<file path="src/rtl/ctr_pkg.sv">
package ctr_pkg;

  typedef enum logic [1:0] {
    OP_HOLD  = 2'd0,
    OP_STEP  = 2'd1,
    OP_LOAD  = 2'd2,
    OP_ZERO  = 2'd3
  } ctr_op_e;

  function automatic int unsigned term_value(input int unsigned w, input bit decade);
    term_value = decade ? 9 : ((1 << w) - 1);
  endfunction

endpackage

</file>
<file path="src/rtl/ctr_op_decode.sv">
module ctr_op_decode
  import ctr_pkg::*;
#(
  parameter bit SYNC_CLR = 1'b1
) (
  input  logic    clr_n,
  input  logic    load_n,
  input  logic    cnt_en,
  input  logic    carry_en,
  output ctr_op_e op
);

  logic both_en;
  assign both_en = cnt_en & carry_en;

  // Priority: clear (when edge-timed), load, then count.
  always_comb begin
    op = OP_HOLD;
    if (SYNC_CLR && !clr_n) begin
      op = OP_ZERO;
    end else if (!load_n) begin
      op = OP_LOAD;
    end else if (both_en) begin
      op = OP_STEP;
    end
  end

endmodule

</file>
<file path="src/rtl/ctr_terminal.sv">
module ctr_terminal #(
  parameter int unsigned W    = 4,
  parameter int unsigned TERM = 15
) (
  input  logic [W-1:0] count,
  input  logic         carry_en,
  output logic         at_term,
  output logic         carry_out
);

  localparam logic [W-1:0] TERM_V = W'(TERM);

  assign at_term   = (count == TERM_V);
  assign carry_out = carry_en & at_term;

endmodule

</file>
<file path="src/rtl/ctr_next.sv">
module ctr_next
  import ctr_pkg::*;
#(
  parameter int unsigned W = 4
) (
  input  ctr_op_e      op,
  input  logic [W-1:0] count,
  input  logic [W-1:0] preset,
  input  logic         at_term,
  output logic [W-1:0] count_nxt
);

  logic [W-1:0] incr;

  // Wrap at the terminal value; above it the natural W-bit overflow wraps.
  assign incr = at_term ? '0 : count + W'(1);

  always_comb begin
    unique case (op)
      OP_ZERO: count_nxt = '0;
      OP_LOAD: count_nxt = preset;
      OP_STEP: count_nxt = incr;
      default: count_nxt = count;
    endcase
  end

endmodule

</file>
<file path="src/rtl/ctr_state_reg.sv">
module ctr_state_reg #(
  parameter int unsigned W         = 4,
  parameter bit          ASYNC_CLR = 1'b1
) (
  input  logic         clk,
  input  logic         clr_n,
  input  logic         upd_en,
  input  logic [W-1:0] d,
  output logic [W-1:0] q
);

  generate
    if (ASYNC_CLR) begin : g_async
      always_ff @(posedge clk or negedge clr_n) begin
        if (!clr_n) begin
          q <= '0;
        end else if (upd_en) begin
          q <= d;
        end
      end
    end else begin : g_sync
      always_ff @(posedge clk) begin
        if (upd_en) begin
          q <= d;
        end
      end
    end
  endgenerate

endmodule

</file>
<file path="src/rtl/presettable_counter.sv">
module presettable_counter
  import ctr_pkg::*;
#(
  parameter int unsigned W         = 4,
  parameter bit          DECADE    = 1'b1,
  parameter bit          ASYNC_CLR = 1'b1
) (
  input  logic         clk,
  input  logic         clr_n,
  input  logic         load_n,
  input  logic [W-1:0] preset,
  input  logic         cnt_en,
  input  logic         carry_en,
  output logic [W-1:0] count,
  output logic         carry_out
);

  localparam int unsigned TERM = term_value(W, DECADE);

  ctr_op_e      op;
  logic         at_term;
  logic         upd_en;
  logic [W-1:0] count_nxt;

  ctr_op_decode #(.SYNC_CLR(!ASYNC_CLR)) u_dec (
    .clr_n    (clr_n),
    .load_n   (load_n),
    .cnt_en   (cnt_en),
    .carry_en (carry_en),
    .op       (op)
  );

  ctr_terminal #(.W(W), .TERM(TERM)) u_term (
    .count     (count),
    .carry_en  (carry_en),
    .at_term   (at_term),
    .carry_out (carry_out)
  );

  ctr_next #(.W(W)) u_next (
    .op        (op),
    .count     (count),
    .preset    (preset),
    .at_term   (at_term),
    .count_nxt (count_nxt)
  );

  // Explicit clock enable: the register only loads on a state-changing op.
  assign upd_en = (op != OP_HOLD);

  ctr_state_reg #(.W(W), .ASYNC_CLR(ASYNC_CLR)) u_reg (
    .clk    (clk),
    .clr_n  (clr_n),
    .upd_en (upd_en),
    .d      (count_nxt),
    .q      (count)
  );

endmodule

</file>
<file path="config.mk">
export PLATFORM = sky130hd
export DESIGN_NAME = presettable_counter
export DESIGN_NICKNAME = d
export VERILOG_FILES = /design/src/rtl/ctr_pkg.sv /design/src/rtl/ctr_op_decode.sv /design/src/rtl/ctr_terminal.sv /design/src/rtl/ctr_next.sv /design/src/rtl/ctr_state_reg.sv /design/src/rtl/presettable_counter.sv
export SDC_FILE = /design/constraint.sdc
export NUM_CORES = 1
export LEC_CHECK = 0
export BUFFER_PORTS_ARGS = -buffer_cell sky130_fd_sc_hd__buf_2
export CAP_MARGIN = 40
export CORE_AREA = 2 2 39 41
export CTS_CLUSTER_SIZE = 20
export DETAILED_ROUTE_END_ITERATION = 12
export DIE_AREA = 0 0 41 43
export PLACE_DENSITY = 0.48
export SETUP_SLACK_MARGIN = 0.05
export SLEW_MARGIN = 20
export SYNTH_ARGS = -nofsm -noshare
export SYNTH_HDL_FRONTEND = slang
export SYNTH_SLANG_ARGS = --single-unit
</file>
<file path="constraint.sdc">
create_clock -name clk -period 3.24 [get_ports clk]
set_input_delay 0.162 -clock clk [delete_from_list [all_inputs] [get_ports clk]]
set_output_delay 0.162 -clock clk [all_outputs]
set_load 0.05 [all_outputs]
</file>
Yosys cells after proc, flatten, opt, wreduce, memory -nomap -nowiden
Cells that the tools add are included.
{ "word_totals": {"out_inout_bits": 5, "rom_bits": 0, "memories": 0, "wordCells": 15, "ramBits": 0, "regBits": 4, "in_bits": 9, "latchBits": 0} }
{ "op_classes": {"n_shift": 0, "n_mul": 0, "n_mux": 4, "eq_ne": 4, "n_lt_le_gt_ge": 0, "bitwise_logic": 2, "addsub": 1, "n_reduce_logical": 3, "div_mod_pow": 0} }
{ "ops": {"columns": ["operator", "n"], "rows": [
  ["4-bit one-hot mux with 3 select lines", 1],
  ["4-bit by 1-bit adder with 4-bit output (second input constant)", 1],
  ["2-bit equality test (second input constant)", 2],
  ["4-bit equality test (second input constant)", 1],
  ["4-bit two-way mux", 1],
  ["3-bit nonzero test", 1],
  ["1-bit AND", 2],
  ["2-bit by 1-bit equality test with 1-bit output (second input constant)", 1],
  ["2-bit two-way mux", 1],
  ["2-bit AND reduction", 1],
  ["2-bit nonzero test", 1],
  ["1-bit two-way mux", 1]
]} }

Depth between registers and ports, before layout
{ "depth": {"depth_word": 6, "mapped_depth": 5, "depth_no_buf": 5} }

Hierarchy
From an unflattened synthesis, not the netlist that was laid out.
{ "unflattened": {"cells_unflattened": 34, "hier_area_um2": 342.8} }
{ "by_module_without_submodules": {"columns": ["module", "cells_each", "seq_area_each_um2", "area_each_um2", "n_inst"], "rows": [
  ["ctr_next", 21, 0.0, 162.7, 1],
  ["ctr_state_reg", 8, 100.1, 145.1, 1],
  ["ctr_terminal", 2, 0.0, 18.8, 1],
  ["ctr_op_decode", 2, 0.0, 10.0, 1],
  ["presettable_counter", 1, 0.0, 6.3, 1]
]} }

Worst setup path after synthesis
No wires, ideal clock.
{ "synth_path": {"path_type": "register to register", "start": "register u_reg.q[1]", "end": "register u_reg.q[0]", "arrival_time_ps": 1588, "stages_incl_launch_ff": 6, "period_less_slack_ps": 1670, "setup_ps": 82, "required_time_ps": 3158, "slack_ps": 1570, "n_path_buf": 0, "path_cell_list": "dfrtp_1 > inv_1 > ha_1 > and3b_1 > or3_1 > a31oi_1"} }
{ "synth_via": {"elab_chain_len": 3} }
{ "synth_lines": {"columns": ["element", "line_no", "source"], "rows": [
  ["start, declared", "ctr_state_reg.sv:9", "output logic [W-1:0] q"],
  ["start signal, assigned", "ctr_state_reg.sv:16", "q <= '0;"],
  ["start signal, assigned", "ctr_state_reg.sv:18", "q <= d;"],
  ["4-bit equality test", "ctr_terminal.sv:13", "assign at_term = (count == TERM_V);"],
  ["4-bit two-way mux", "ctr_next.sv:16", "assign incr = at_term ? '0 : count + W'(1);"],
  ["4-bit one-hot mux with 3 select lines", "ctr_next.sv:19", "unique case (op)"]
]} }
Every way passes these cells.
A chain may end at the register's enable or synchronous reset.

Worst setup path in the final report
{ "layout_path": {"start": "register u_reg.q[0]", "end": "output carry_out"} }
{ "layout_via": {"elab_chain_len": 2} }
{ "layout_lines": {"columns": ["element", "line_no", "source"], "rows": [
  ["4-bit equality test", "ctr_terminal.sv:13", null],
  ["1-bit AND", "ctr_terminal.sv:14", "assign carry_out = carry_en & at_term;"],
  ["end, declared", "presettable_counter.sv:15", "output logic carry_out"]
]} }
Every way passes these cells.

==> metrics.txt <==
# TYPE chip_impl_metric gauge
chip_impl_metric{name="rows",unit=""} 14
chip_impl_metric{name="netlist_area",unit="µm²"} 260
chip_impl_metric{name="synth_seq_cells",unit=""} 4
chip_impl_metric{name="synthesis.nets",unit=""} 41
chip_impl_metric{name="detail_route.first_pass.iterations",unit=""} 2
chip_impl_metric{name="worst_setup_hold_path_clk_slew",unit="ns"} 0.04
chip_impl_metric{name="comb_power_share",unit=""} 0.307
chip_impl_metric{name="drtIter0Drc",unit=""} 3
chip_impl_metric{name="worst-slew-pin-transition",unit="ns"} 0.262
chip_impl_info{name="hold_path_class",value="in2reg"} 1
chip_impl_metric{name="netSwitchingFraction",unit=""} 0.368
chip_impl_metric{name="wl",unit="µm"} 662
chip_impl_metric{name="post_synth_num_cell_types",unit=""} 14
chip_impl_metric{name="cts_max_level",unit=""} 1
chip_impl_metric{name="worst_r2r_path_depth",unit=""} 4
chip_impl_metric{name="maxCapViolations",unit=""} 0
chip_impl_metric{name="globalRouteOverflowTotal",unit=""} 0
chip_impl_metric{name="num-nets-final",unit=""} 59
chip_impl_metric{name="maximum_number_of_pins_on_one_net_before_global_route_repair",unit=""} 11
chip_impl_metric{name="power.internal",unit="mW"} 0.116
chip_impl_metric{name="worstPathRequired",unit="ns"} 3.08
chip_impl_metric{name="design.portCount",unit=""} 14
chip_impl_metric{name="syn_avg_cell_area",unit="µm²"} 8.68
chip_impl_metric{name="longest_individual_stage_delay_on_the_worst_path",unit="ns"} 0.42
chip_impl_metric{name="die_area",unit="mm²"} 0.00176
chip_impl_metric{name="final.min_clock_period",unit="ns"} 1.64
chip_impl_metric{name="avgViaCountPerCell",unit=""} 4.55
chip_impl_info{name="outcome",value="finished, final reports clean"} 1
chip_impl_metric{name="slew_violations",unit=""} 0
chip_impl_metric{name="diodes",unit=""} 0
chip_impl_metric{name="timing.clock.skew",unit="ns"} 0.00375
chip_impl_metric{name="globalplace.congestion",unit=""} 0.815
chip_impl_metric{name="net-switching-power",unit="mW"} 0.0672
chip_impl_metric{name="setup-violations-final",unit=""} 0
chip_impl_metric{name="placed_area",unit="µm²"} 340
chip_impl_metric{name="worst-path-stages",unit=""} 4
chip_impl_metric{name="grt_pass1_wl",unit="µm"} 1060
chip_impl_metric{name="setup-tns-final",unit="ns"} 0
chip_impl_metric{name="fmax",unit="MHz"} 610
chip_impl_metric{name="holdBufCountCts",unit=""} 1
chip_impl_metric{name="cts_buffers",unit=""} 3
chip_impl_info{name="cts_tree",value="yes"} 1
chip_impl_metric{name="worstHoldPathCells",unit=""} 3
chip_impl_metric{name="remaining_drc_errors",unit=""} 0
chip_impl_metric{name="initial_utilization",unit=""} 0.188
chip_impl_metric{name="fillerInstances",unit=""} 151
chip_impl_metric{name="drt.antenna.violating_nets",unit=""} 0
chip_impl_metric{name="first_global_vias",unit=""} 244
chip_impl_metric{name="timing.max_slew.rel_slack",unit=""} 0.826
chip_impl_metric{name="vias",unit=""} 282
chip_impl_metric{name="post_route_cells_drive_above_1_share",unit=""} 0.370
chip_impl_metric{name="io_buffers",unit=""} 13
chip_impl_metric{name="wl_per_cell",unit="µm"} 10.7
chip_impl_info{name="reg_top3",value="u_reg.q: 4 flops"} 1
chip_impl_metric{name="synth_sequential_area_ratio",unit=""} 0.385
chip_impl_metric{name="cts_resized",unit=""} 0
chip_impl_metric{name="flow.area_growth_from_synthesis",unit="%"} 43.3
chip_impl_metric{name="sequentialPowerShare",unit=""} 0.348
chip_impl_info{name="worst_path_slowest_cell",value="dfrtp_1"} 1
chip_impl_metric{name="cp.arrival",unit="ns"} 1.48
chip_impl_info{name="final_common_cell",value="buf_2"} 1
chip_impl_metric{name="finish.instance_area",unit="µm²"} 373
chip_impl_metric{name="die_height",unit="µm"} 43
chip_impl_metric{name="clkPwrFrac",unit=""} 0.345
chip_impl_metric{name="place_hpwl",unit="µm"} 523
chip_impl_info{name="cts_root_buffer",value="clkbuf_4"} 1
chip_impl_metric{name="clockBufferDepth",unit=""} 2
chip_impl_info{name="top_reg_by_flops",value="u_reg.q"} 1
chip_impl_info{name="cp-start-kind",value="register"} 1
chip_impl_metric{name="cts_sinks",unit=""} 4
chip_impl_info{name="crit_path_end_kind",value="output port"} 1
chip_impl_metric{name="initial_antenna_violation_count",unit=""} 0
chip_impl_metric{name="power-per-cell-area",unit="mW/mm²"} 490
chip_impl_info{name="crit_family",value="flip-flops"} 1
chip_impl_metric{name="critical_path_buf_inv_count",unit=""} 1
chip_impl_metric{name="p_total",unit="mW"} 0.183
chip_impl_metric{name="p_leak",unit="nW"} 0.187
chip_impl_metric{name="track_usage",unit=""} 0.0922
chip_impl_info{name="unrepaired_setup_endpoints_after_global_routing",value="no"} 1
chip_impl_metric{name="synth_cells",unit=""} 30
chip_impl_info{name="most-common-layout-cells",value="buf_2, nand2_1, a31oi_1, dfrtp_1"} 1
chip_impl_metric{name="post-route-period-util",unit=""} 0.506
chip_impl_info{name="setup.worst_path.class",value="reg2out"} 1
chip_impl_metric{name="floorplan.die.width",unit="µm"} 41
chip_impl_metric{name="largest_register_ffs",unit=""} 4
chip_impl_metric{name="final-hold-violation-count",unit=""} 0
chip_impl_metric{name="vdd_drop_max",unit="µV"} 176
chip_impl_metric{name="worst_skew_pair.late_latency",unit="ns"} 0.24
chip_impl_metric{name="post_cts_buffers",unit=""} 0
chip_impl_metric{name="largest_fanout_on_the_critical_path",unit=""} 6
chip_impl_info{name="cp_cell_sequence",value="ha_1 -> and3b_1 -> and2_2 -> buf_2"} 1
chip_impl_metric{name="placeableCoreArea",unit="mm²"} 0.00138
chip_impl_metric{name="yosys_warnings",unit=""} 0
==> worst register-to-register path: stages (launching register included) <==
cell     delay [ns]
dfrtp_1        0.42
ha_1           0.21
and3b_1        0.22
or3_1          0.35
a31oi_1        0.17
==> synth_stat cells (all sizes together) <==
library cell,number,area share
nand3,3,0.058
and3b,1,0.034
dfrtp,4,0.38
or3,3,0.072
ha,2,0.096
nor2b,1,0.024
nor2,3,0.043
nand4b,1,0.034
and2,1,0.029
buf,1,0.019
or4b,1,0.038
a31oi,4,0.096
nand2,4,0.058
inv,1,0.014
==> cell type report <==
cell class | count | area [µm²] | area share
inverter | 1 | 3.75 | 0.0101
clock buffer | 3 | 22.5 | 0.0604
sequential | 4 | 100 | 0.268
multi-input combinational | 24 | 151 | 0.406
timing repair buffer | 14 | 75.1 | 0.201
tap | 16 | 20.0 | 0.0537
==> worst paths after layout <==
check	end	slack (ns)	startpoint
max	carry_out	1.60	u_reg.q[0]$_DFFE_PN0P_
min	u_reg.q[2]$_DFFE_PN0P_	0.17	preset[2]
max reg2reg	u_reg.q[1]$_DFFE_PN0P_	1.79	u_reg.q[0]$_DFFE_PN0P_
min reg2reg	u_reg.q[3]$_DFFE_PN0P_	0.58	u_reg.q[3]$_DFFE_PN0P_
max in group asynchronous	u_reg.q[1]$_DFFE_PN0P_	2.85	clr_n
min in group asynchronous	u_reg.q[3]$_DFFE_PN0P_	0.26	clr_n
==> power by group through the flow <==
stage	Combinational [mW]	Clock (mW)	Sequential, mW
floorplan	0.0180	0	0.0852
global placement	0.0565	0	0.0644
detailed placement	0.0561	0	0.0646
CTS	0.0571	0.0663	0.0639
global route	0.0619	0.0677	0.0657
finish	0.0561	0.0631	0.0635
==> routing by layer <==
layer | part of all wire | global-route usage
met1 | 0.40 | 0.112
met2 | 0.49 | 0.122
met3 | 0.11 | 0.0785
met4 | 0 | 0.0200
met5 | 0 | 0
==> logic make-up after synthesis <==
kind of cell | share of synthesized area
adder cells (fa/ha/maj) | 0.0961
buffers and inverters | 0.0336
AO/OA/AOI/OAI | 0.0961
flip-flops | 0.385
AND/OR/NAND/NOR | 0.389
==> metrics by stage <==
stage / instances / hold WS (ns) / worst slack [ns] / util
after floorplan: 30 / -0.134 / 1.57 / -
after global placement: 58 / -0.0194 / 1.80 / 0.246
after detailed placement: 58 / -0.0225 / 1.79 / 0.246
after CTS: 62 / 0.173 / 1.58 / 0.269
after global routing: 62 / 0.200 / 1.52 / 0.269
final: 62 / 0.175 / 1.60 / 0.269
Note: power is estimated with default switching activity, not from simulation.
